**config.mk**
```make
export PLATFORM = sky130hd
export DESIGN_NAME = mw_eeprom_slave
export DESIGN_NICKNAME = d
export VERILOG_FILES = /design/src/rtl/mw_pkg.sv /design/src/rtl/mw_pin_sampler.sv /design/src/rtl/mw_word_array.sv /design/src/rtl/mw_cmd_fsm.sv /design/src/rtl/mw_eeprom_slave.sv
export SDC_FILE = /design/constraint.sdc
export NUM_CORES = 2
export LEC_CHECK = 0
export ABC_AREA = 0
export BUFFER_PORTS_ARGS = -buffer_cell sky130_fd_sc_hd__buf_2
export CAP_MARGIN = 40
export CORE_ASPECT_RATIO = 1.25
export CORE_MARGIN = 8
export CORE_UTILIZATION = 40
export CTS_CLUSTER_DIAMETER = 60
export CTS_CLUSTER_SIZE = 16
export DETAILED_ROUTE_END_ITERATION = 10
export GPL_TIMING_DRIVEN = 0
export HOLD_SLACK_MARGIN = 0.15
export PLACE_DENSITY = 0.64
export SYNTH_ARGS = -nofsm -noshare
export SYNTH_HDL_FRONTEND = slang
export SYNTH_SLANG_ARGS = --single-unit
export TNS_END_PERCENT = 100
```
**constraint.sdc**
```tcl
create_clock -name clk -period 3.6 [get_ports clk]
set_input_delay 0 -clock clk [delete_from_list [all_inputs] [get_ports clk]]
set_output_delay 0 -clock clk [all_outputs]
set_load 0.05 [all_outputs]
```
**src/rtl/mw_pkg.sv**
```systemverilog
package mw_pkg;

   typedef enum logic [2:0] {
      ST_IDLE  = 3'd0,
      ST_CMD   = 3'd1,
      ST_WDATA = 3'd2,
      ST_RDATA = 3'd3,
      ST_HOLD  = 3'd4
   } mw_state_e;

   localparam logic [1:0] OP_EXT   = 2'b00;
   localparam logic [1:0] OP_WRITE = 2'b01;
   localparam logic [1:0] OP_READ  = 2'b10;
   localparam logic [1:0] OP_ERASE = 2'b11;

   localparam logic [1:0] EXT_WDIS = 2'b00;
   localparam logic [1:0] EXT_WALL = 2'b01;
   localparam logic [1:0] EXT_EALL = 2'b10;
   localparam logic [1:0] EXT_WEN  = 2'b11;

endpackage

```
**src/rtl/mw_pin_sampler.sv**
```systemverilog
module mw_pin_sampler (
   input  logic clk,
   input  logic rst_n,
   input  logic cs_i,
   input  logic sck_i,
   input  logic di_i,
   output logic cs_q,
   output logic di_q,
   output logic sck_rise,
   output logic cs_fall
);

   logic sck_q;
   logic sck_d;
   logic cs_d;

   always_ff @(posedge clk or negedge rst_n) begin
      if (!rst_n) begin
         cs_q  <= 1'b0;
         sck_q <= 1'b0;
         di_q  <= 1'b0;
         sck_d <= 1'b0;
         cs_d  <= 1'b0;
      end else begin
         cs_q  <= cs_i;
         sck_q <= sck_i;
         di_q  <= di_i;
         sck_d <= sck_q;
         cs_d  <= cs_q;
      end
   end

   // a serial clock rise counts only with select high in the same sample
   assign sck_rise = sck_q & ~sck_d & cs_q;
   assign cs_fall  = cs_d & ~cs_q;


   cs_gate_chk: assert property (@(posedge clk) disable iff (!rst_n)
      (!$past(cs_i) && !cs_i) |=> !sck_rise);

endmodule

```
**src/rtl/mw_word_array.sv**
```systemverilog
module mw_word_array #(
   parameter int ADDR_W = 6,
   parameter int DATA_W = 16
) (
   input  logic              clk,
   input  logic              rst_n,
   input  logic              wr_one,
   input  logic              wr_all,
   input  logic [ADDR_W-1:0] wr_addr,
   input  logic [DATA_W-1:0] wr_data,
   input  logic [ADDR_W-1:0] rd_addr,
   output logic [DATA_W-1:0] rd_data
);

   localparam int DEPTH = 1 << ADDR_W;

   logic [DATA_W-1:0] words [DEPTH];

   for (genvar i = 0; i < DEPTH; i++) begin : g_word
      logic [DATA_W-1:0] word_q;
      logic              hit;

      assign hit = wr_all | (wr_one & (wr_addr == ADDR_W'(i)));

      always_ff @(posedge clk or negedge rst_n) begin
         if (!rst_n)   word_q <= '1;
         else if (hit) word_q <= wr_data;
      end

      assign words[i] = word_q;
   end

   assign rd_data = words[rd_addr];


   fill_all_chk: assert property (@(posedge clk) disable iff (!rst_n)
      wr_all |=> (rd_data == $past(wr_data)));


   single_store_chk: assert property (@(posedge clk) disable iff (!rst_n)
      (wr_one ##1 (rd_addr == $past(wr_addr))) |-> (rd_data == $past(wr_data)));

endmodule

```
**src/rtl/mw_cmd_fsm.sv**
```systemverilog
module mw_cmd_fsm
   import mw_pkg::*;
#(
   parameter int ADDR_W = 6,
   parameter int DATA_W = 16
) (
   input  logic              clk,
   input  logic              rst_n,
   input  logic              sck_rise,
   input  logic              cs_fall,
   input  logic              di_q,
   input  logic [DATA_W-1:0] rd_data,
   output logic              do_o,
   output logic              wr_one,
   output logic              wr_all,
   output logic [ADDR_W-1:0] wr_addr,
   output logic [DATA_W-1:0] wr_data,
   output logic [ADDR_W-1:0] rd_addr
);

   localparam int CMD_W   = 2 + ADDR_W;
   localparam int CNT_MAX = (DATA_W > CMD_W) ? DATA_W : CMD_W;
   localparam int CNT_W   = $clog2(CNT_MAX);
   localparam logic [CNT_W-1:0] CMD_LAST  = CNT_W'(CMD_W - 1);
   localparam logic [CNT_W-1:0] WORD_LAST = CNT_W'(DATA_W - 1);

   mw_state_e         state;
   logic [CNT_W-1:0]  cnt;
   logic [CMD_W-1:0]  cmd_sr;
   logic [ADDR_W-1:0] addr_q;
   logic [DATA_W-1:0] buf_q;
   logic              fill_q;
   logic              we_q;
   logic              do_q;

   logic [CMD_W-1:0]  cmd_next;
   logic [1:0]        op;
   logic [1:0]        ext;
   logic [ADDR_W-1:0] cmd_addr;
   logic [DATA_W-1:0] word_next;
   logic              cmd_done;
   logic              word_done;

   assign cmd_next  = {cmd_sr[CMD_W-2:0], di_q};
   assign op        = cmd_next[CMD_W-1 -: 2];
   assign ext       = cmd_next[ADDR_W-1 -: 2];
   assign cmd_addr  = cmd_next[ADDR_W-1:0];
   assign word_next = {buf_q[DATA_W-2:0], di_q};
   assign cmd_done  = sck_rise && (state == ST_CMD) && (cnt == CMD_LAST);
   assign word_done = sck_rise && (state == ST_WDATA) && (cnt == WORD_LAST);

   // array strobes, all gated by the write-enable latch
   always_comb begin
      wr_one  = 1'b0;
      wr_all  = 1'b0;
      wr_addr = addr_q;
      wr_data = word_next;
      if (we_q) begin
         if (cmd_done && op == OP_ERASE) begin
            wr_one  = 1'b1;
            wr_addr = cmd_addr;
            wr_data = '1;
         end else if (cmd_done && op == OP_EXT && ext == EXT_EALL) begin
            wr_all  = 1'b1;
            wr_data = '1;
         end else if (word_done) begin
            wr_one = !fill_q;
            wr_all = fill_q;
         end
      end
   end

   assign rd_addr = (state == ST_CMD) ? cmd_addr : ADDR_W'(addr_q + 1'b1);
   assign do_o    = do_q;

   always_ff @(posedge clk or negedge rst_n) begin
      if (!rst_n) begin
         state  <= ST_IDLE;
         cnt    <= '0;
         cmd_sr <= '0;
         addr_q <= '0;
         buf_q  <= '0;
         fill_q <= 1'b0;
         we_q   <= 1'b0;
         do_q   <= 1'b1;
      end else if (cs_fall) begin
         state <= ST_IDLE;
         cnt   <= '0;
         do_q  <= 1'b1;
      end else if (sck_rise) begin
         unique case (state)
            ST_IDLE: begin
               if (di_q) begin
                  state  <= ST_CMD;
                  cnt    <= '0;
                  cmd_sr <= '0;
               end
            end
            ST_CMD: begin
               cmd_sr <= cmd_next;
               cnt    <= cnt + 1'b1;
               if (cnt == CMD_LAST) begin
                  cnt    <= '0;
                  addr_q <= cmd_addr;
                  unique case (op)
                     OP_WRITE: begin
                        state  <= ST_WDATA;
                        fill_q <= 1'b0;
                     end
                     OP_READ: begin
                        state <= ST_RDATA;
                        buf_q <= rd_data;
                        do_q  <= 1'b0;
                     end
                     OP_ERASE: state <= ST_HOLD;
                     default: begin
                        if (ext == EXT_WALL) begin
                           state  <= ST_WDATA;
                           fill_q <= 1'b1;
                        end else begin
                           state <= ST_HOLD;
                           if (ext != EXT_EALL) we_q <= ext[0];
                        end
                     end
                  endcase
               end
            end
            ST_WDATA: begin
               buf_q <= word_next;
               cnt   <= cnt + 1'b1;
               if (cnt == WORD_LAST) state <= ST_HOLD;
            end
            ST_RDATA: begin
               do_q  <= buf_q[DATA_W-1];
               buf_q <= buf_q << 1;
               cnt   <= cnt + 1'b1;
               if (cnt == WORD_LAST) begin
                  cnt    <= '0;
                  addr_q <= ADDR_W'(addr_q + 1'b1);
                  buf_q  <= rd_data;
               end
            end
            default: ;
         endcase
      end
   end


   cs_release_chk: assert property (@(posedge clk) disable iff (!rst_n)
      cs_fall |=> (do_q && state == ST_IDLE));


   hold_stays_chk: assert property (@(posedge clk) disable iff (!rst_n)
      (state == ST_HOLD && !cs_fall) |=> (state == ST_HOLD && do_q));


   write_gate_chk: assert property (@(posedge clk) disable iff (!rst_n)
      (wr_one || wr_all) |-> we_q);


   dummy_bit_chk: assert property (@(posedge clk) disable iff (!rst_n)
      (state == ST_RDATA && $past(state) == ST_CMD) |-> !do_q);


   cnt_range_chk: assert property (@(posedge clk) disable iff (!rst_n)
      cnt <= CNT_W'(CNT_MAX - 1));


   strobe_excl_chk: assert property (@(posedge clk) disable iff (!rst_n)
      $onehot0({wr_one, wr_all}));

endmodule

```
**src/rtl/mw_eeprom_slave.sv**
```systemverilog
module mw_eeprom_slave #(
   parameter int ADDR_W = 6,
   parameter int DATA_W = 16
) (
   input  logic clk,
   input  logic rst_n,
   input  logic cs_i,
   input  logic sck_i,
   input  logic di_i,
   output logic do_o
);

   if (ADDR_W < 2 || ADDR_W > 10) begin : g_bad_addr
      $error("mw_eeprom_slave: ADDR_W must be within 2..10");
   end
   if (DATA_W < 2) begin : g_bad_data
      $error("mw_eeprom_slave: DATA_W must be at least 2");
   end

   logic              cs_q;
   logic              di_q;
   logic              sck_rise;
   logic              cs_fall;
   logic              wr_one;
   logic              wr_all;
   logic [ADDR_W-1:0] wr_addr;
   logic [DATA_W-1:0] wr_data;
   logic [ADDR_W-1:0] rd_addr;
   logic [DATA_W-1:0] rd_data;

   mw_pin_sampler u_pins (
      .clk      (clk),
      .rst_n    (rst_n),
      .cs_i     (cs_i),
      .sck_i    (sck_i),
      .di_i     (di_i),
      .cs_q     (cs_q),
      .di_q     (di_q),
      .sck_rise (sck_rise),
      .cs_fall  (cs_fall)
   );

   mw_cmd_fsm #(.ADDR_W(ADDR_W), .DATA_W(DATA_W)) u_fsm (
      .clk      (clk),
      .rst_n    (rst_n),
      .sck_rise (sck_rise),
      .cs_fall  (cs_fall),
      .di_q     (di_q),
      .rd_data  (rd_data),
      .do_o     (do_o),
      .wr_one   (wr_one),
      .wr_all   (wr_all),
      .wr_addr  (wr_addr),
      .wr_data  (wr_data),
      .rd_addr  (rd_addr)
   );

   mw_word_array #(.ADDR_W(ADDR_W), .DATA_W(DATA_W)) u_array (
      .clk     (clk),
      .rst_n   (rst_n),
      .wr_one  (wr_one),
      .wr_all  (wr_all),
      .wr_addr (wr_addr),
      .wr_data (wr_data),
      .rd_addr (rd_addr),
      .rd_data (rd_data)
   );


   idle_high_chk: assert property (@(posedge clk) disable iff (!rst_n)
      (!cs_q && $past(!cs_q)) |-> do_o);

endmodule

```
==> metrics.txt <==
Crit Path Class=flop to flop; clk_lat worst skew=0.70 ns; failing checks=setup timing; Largest delay share family, worst path=compound AO/OA/AOI/OAI gates; Max Cap Violations=0; mean routed wirelength per cell=just over 30 um; Leakage Power=24.1 nW; Yosys cell types=76; crit path max fanout=10; Worst Hold Class=flop to flop; FFs w/ async S/R, synth=1.00; Root Driver=clkbuf_16; crit path launch type=flop; drt pass-1 iters=5; CTS tree=yes; crit end category=flop; Crit path depth=10; Synth Cell Area=0.0524 mm2; dpl cells=just over 6k; TritonCTS buffer count=80; slew margin rel.=0.317; global-route wire length before repair=around 270000 um; RSZ-0062 raised after global routing=true; I/O pins=6; period utilization=1.02; FF+latch count, synth=1068; Post-synth EDFFs=0; fmax=272 MHz; critical path data arrival time=roughly 4.3 ns; gr usage total=0.262; Final setup viols=44; Worst Skew=0.0470 ns; Top Layer Used=met4; WL met1=74100 um; vias in the first global route=37.9k; via/cell ratio=about 6.1; worst setup path start=u_fsm.cnt[0]$_DFFE_PN0P_; area delta synth->final=14.2%; worst-margin pin slew=slightly above 1 ns; CTS Sinks=1068; Placeable Area=between 0.1 and 0.15 mm2; minimum clock period=approximately 3.7 ns; ys flop type=dfstp_2; max-slew violations=0; die height=421 um; Total Power=between 30 and 40 mW; commonest non-fill, non-tap cell in the layout=dfstp_2; initial antenna violation count=2; port bufs=5; Routed met2 length=87300 um; Starting Density=0.402; Vias=38.1k; Rows=148; share of layout cells above drive strength 1=0.606; DP Wirelength=141000 um; status=complete, but fails checks; Synth warnings=0; VDD IR max=585 uV; DP Worst Slack=-0.953 ns; reg-to-reg slack, setup=-0.08 ns; reg2reg path depth=10; syn_area_per_cell=12.3 um2; Buf+Inv Stages, Crit Path=2; # nets final=4503; Pwr Density=540 mW/mm2; Critical Path, Cell by Cell=ha_1 > and3_1 > and3_1 > and2_1 > a31oi_1 > o21bai_1 > o21a_1 > buf_2 > buf_4 > mux2_2; Final WS setup=-0.0789 ns; WL final=193000 um; Post-route DRC=0; commonest cells after routing, fill and taps aside=dfstp_2 (1025), mux2_2 (979), nand2_1 (578), mux2i_1 (190), a21oi_1 (176); Post-Synthesis Cells=approximately 4.3k; die area=~0.14 mm2; width of the die=about 340 um; DR WL met3=14100 um; H-tree Lvls=3; Post-Syn Nets=4277; Seq/Total Area, Yosys=0.535; post-layout util=0.459; Post-Layout Cell Count=6244; largest net degree at the start of global routing=approximately 180; Fin. Hold Viols=0; hold path startpoint=u_pins.sck_q$_DFF_PN0_; DRT antenna net count=0; Iter 0 DRT Violations=3944; hold path depth=0; critical path's most frequent cell=and3_1; Worst path max stage delay=0.47 ns; critical path's slowest cell=a31oi_1; fillers=roughly 12k; GRT overflow=0; RR Startpoint=u_fsm.cnt[0]$_DFFE_PN0P_; clock tree buffer depth=3; final RePlAce weighted congestion=about 1; CP required=approximately 4.2 ns; Clock transition at path regs=approximately 0.080 ns
-- power breakdown --
part | total (mW) | internal [mW] | switching, mW
Combinational | 11.3 | 2.75 | 8.55
Clock | 8.76 | 4.29 | 4.48
Sequential | 12.3 | 12.2 | 0.106
Total | 32.3 | 19.2 | 13.1
-- worst register-to-register path, delay by kind of cell (launching register included) --
family	cells	cell delay (ns)
adders and majority gates	1	0.27
and+or+nand+nor	3	0.69
DFF	1	0.42
muxes	1	0.37
buffers and inverters	2	0.66
AOI/OAI and AO/OA	3	1.16
-- through the flow --
stage | TNS (ns) | hold WS, ns | area, um2
finish | -2.03 | 0.417 | 59800
global route | -7.82 | 0.440 | 59800
CTS | 0 | 0.418 | 59000
detailed placement | -138.23 | 0.113 | 55900
global placement | - | 0.112 | 54600
floorplan | 0 | -0.296 | 52400
-- kinds of logic (layout without fill, tap and decap cells) --
logic type / Yosys count / after routing / synth area share
AOI/OAI and AO/OA: 634 / 634 / 0.0885
xor gates and xnor gates: 6 / 6 / 0.00100
buffers and inverters: 424 / 673 / 0.0376
other: 0 / 5 / 0
adders and majority gates: 7 / 7 / 0.00167
DFF: 1068 / 1068 / 0.535
muxes: 1221 / 1221 / 0.260
and+or+nand+nor: 905 / 905 / 0.0764
-- routing by layer --
| layer | vias to the layer above | GRT usage |
|---|---|---|
| li1 | 15700 | - |
| met1 | 19900 | 0.324 |
| met2 | 1801 | 0.411 |
| met3 | 614 | 0.0416 |
| met4 | 0 | 0.206 |
| met5 | - | 0 |
-- registers in the layout (all words and copies together), names as in the netlist, 3 cells and up --
register               cells
u_array.g_word.word_q   1024
u_fsm.addr_q               6
u_fsm.buf_q               16
u_fsm.cmd_sr               7
u_fsm.cnt                  4
u_fsm.state                3
-- path summary, 6_finish.rpt --
check | to
setup / recovery | u_array.g_word[4].word_q[1]$_DFFE_PN1P_
hold / removal | u_pins.sck_d$_DFF_PN0_
setup reg to reg | u_array.g_word[4].word_q[1]$_DFFE_PN1P_
hold reg to reg | u_pins.sck_d$_DFF_PN0_
max in group asynchronous | u_array.g_word[18].word_q[15]$_DFFE_PN1P_
min in group asynchronous | u_array.g_word[37].word_q[8]$_DFFE_PN1P_
-- area by class of cell --
class | instances | area, um2 | area share
diodes | 5 | 12.5 | 0.000209
multi-input cells | 2773 | 23400 | 0.390
repair buffers | 152 | 1720 | 0.0287
plain buffers | 392 | 2190 | 0.0367
flip-flops and latches | 1068 | 28000 | 0.468
clock inverters | 13 | 140 | 0.00234
well taps | 1725 | 2160 | 0.0361
inverters | 24 | 90.1 | 0.00151
clock buffers | 92 | 2130 | 0.0357
-- Yosys cell counts, types with 25 or more instances --
cell | n | area share
o2111ai_1 | 30 | 0.0050
dfstp_2 | 1025 | 0.51
o21ai_0 | 37 | 0.0035
mux2_2 | 979 | 0.21
mux2i_1 | 192 | 0.037
buf_1 | 35 | 0.0025
dfrtp_1 | 43 | 0.021
nand4_1 | 25 | 0.0030
mux2_4 | 31 | 0.0089
a22oi_1 | 34 | 0.0049
a221oi_1 | 70 | 0.012
buf_2 | 102 | 0.0097
a211oi_1 | 62 | 0.0089
nand2_1 | 579 | 0.041
a21oi_2 | 30 | 0.0050
nand3_1 | 165 | 0.016
nor2_1 | 31 | 0.0022
clkbuf_1 | 204 | 0.015
a21oi_1 | 177 | 0.017
buf_4 | 50 | 0.0072
-- what timing repair did --
action | CTS | global route
buffers inserted | 6 | 33
pin swaps | 4 | 18
gates resized for setup | 230 | 131
endpoints found under the hold margin | 174 | 0
hold buffers | 7 | 0
setup endpoints to repair | 713 | 548
(Power assumes the default switching activity.)
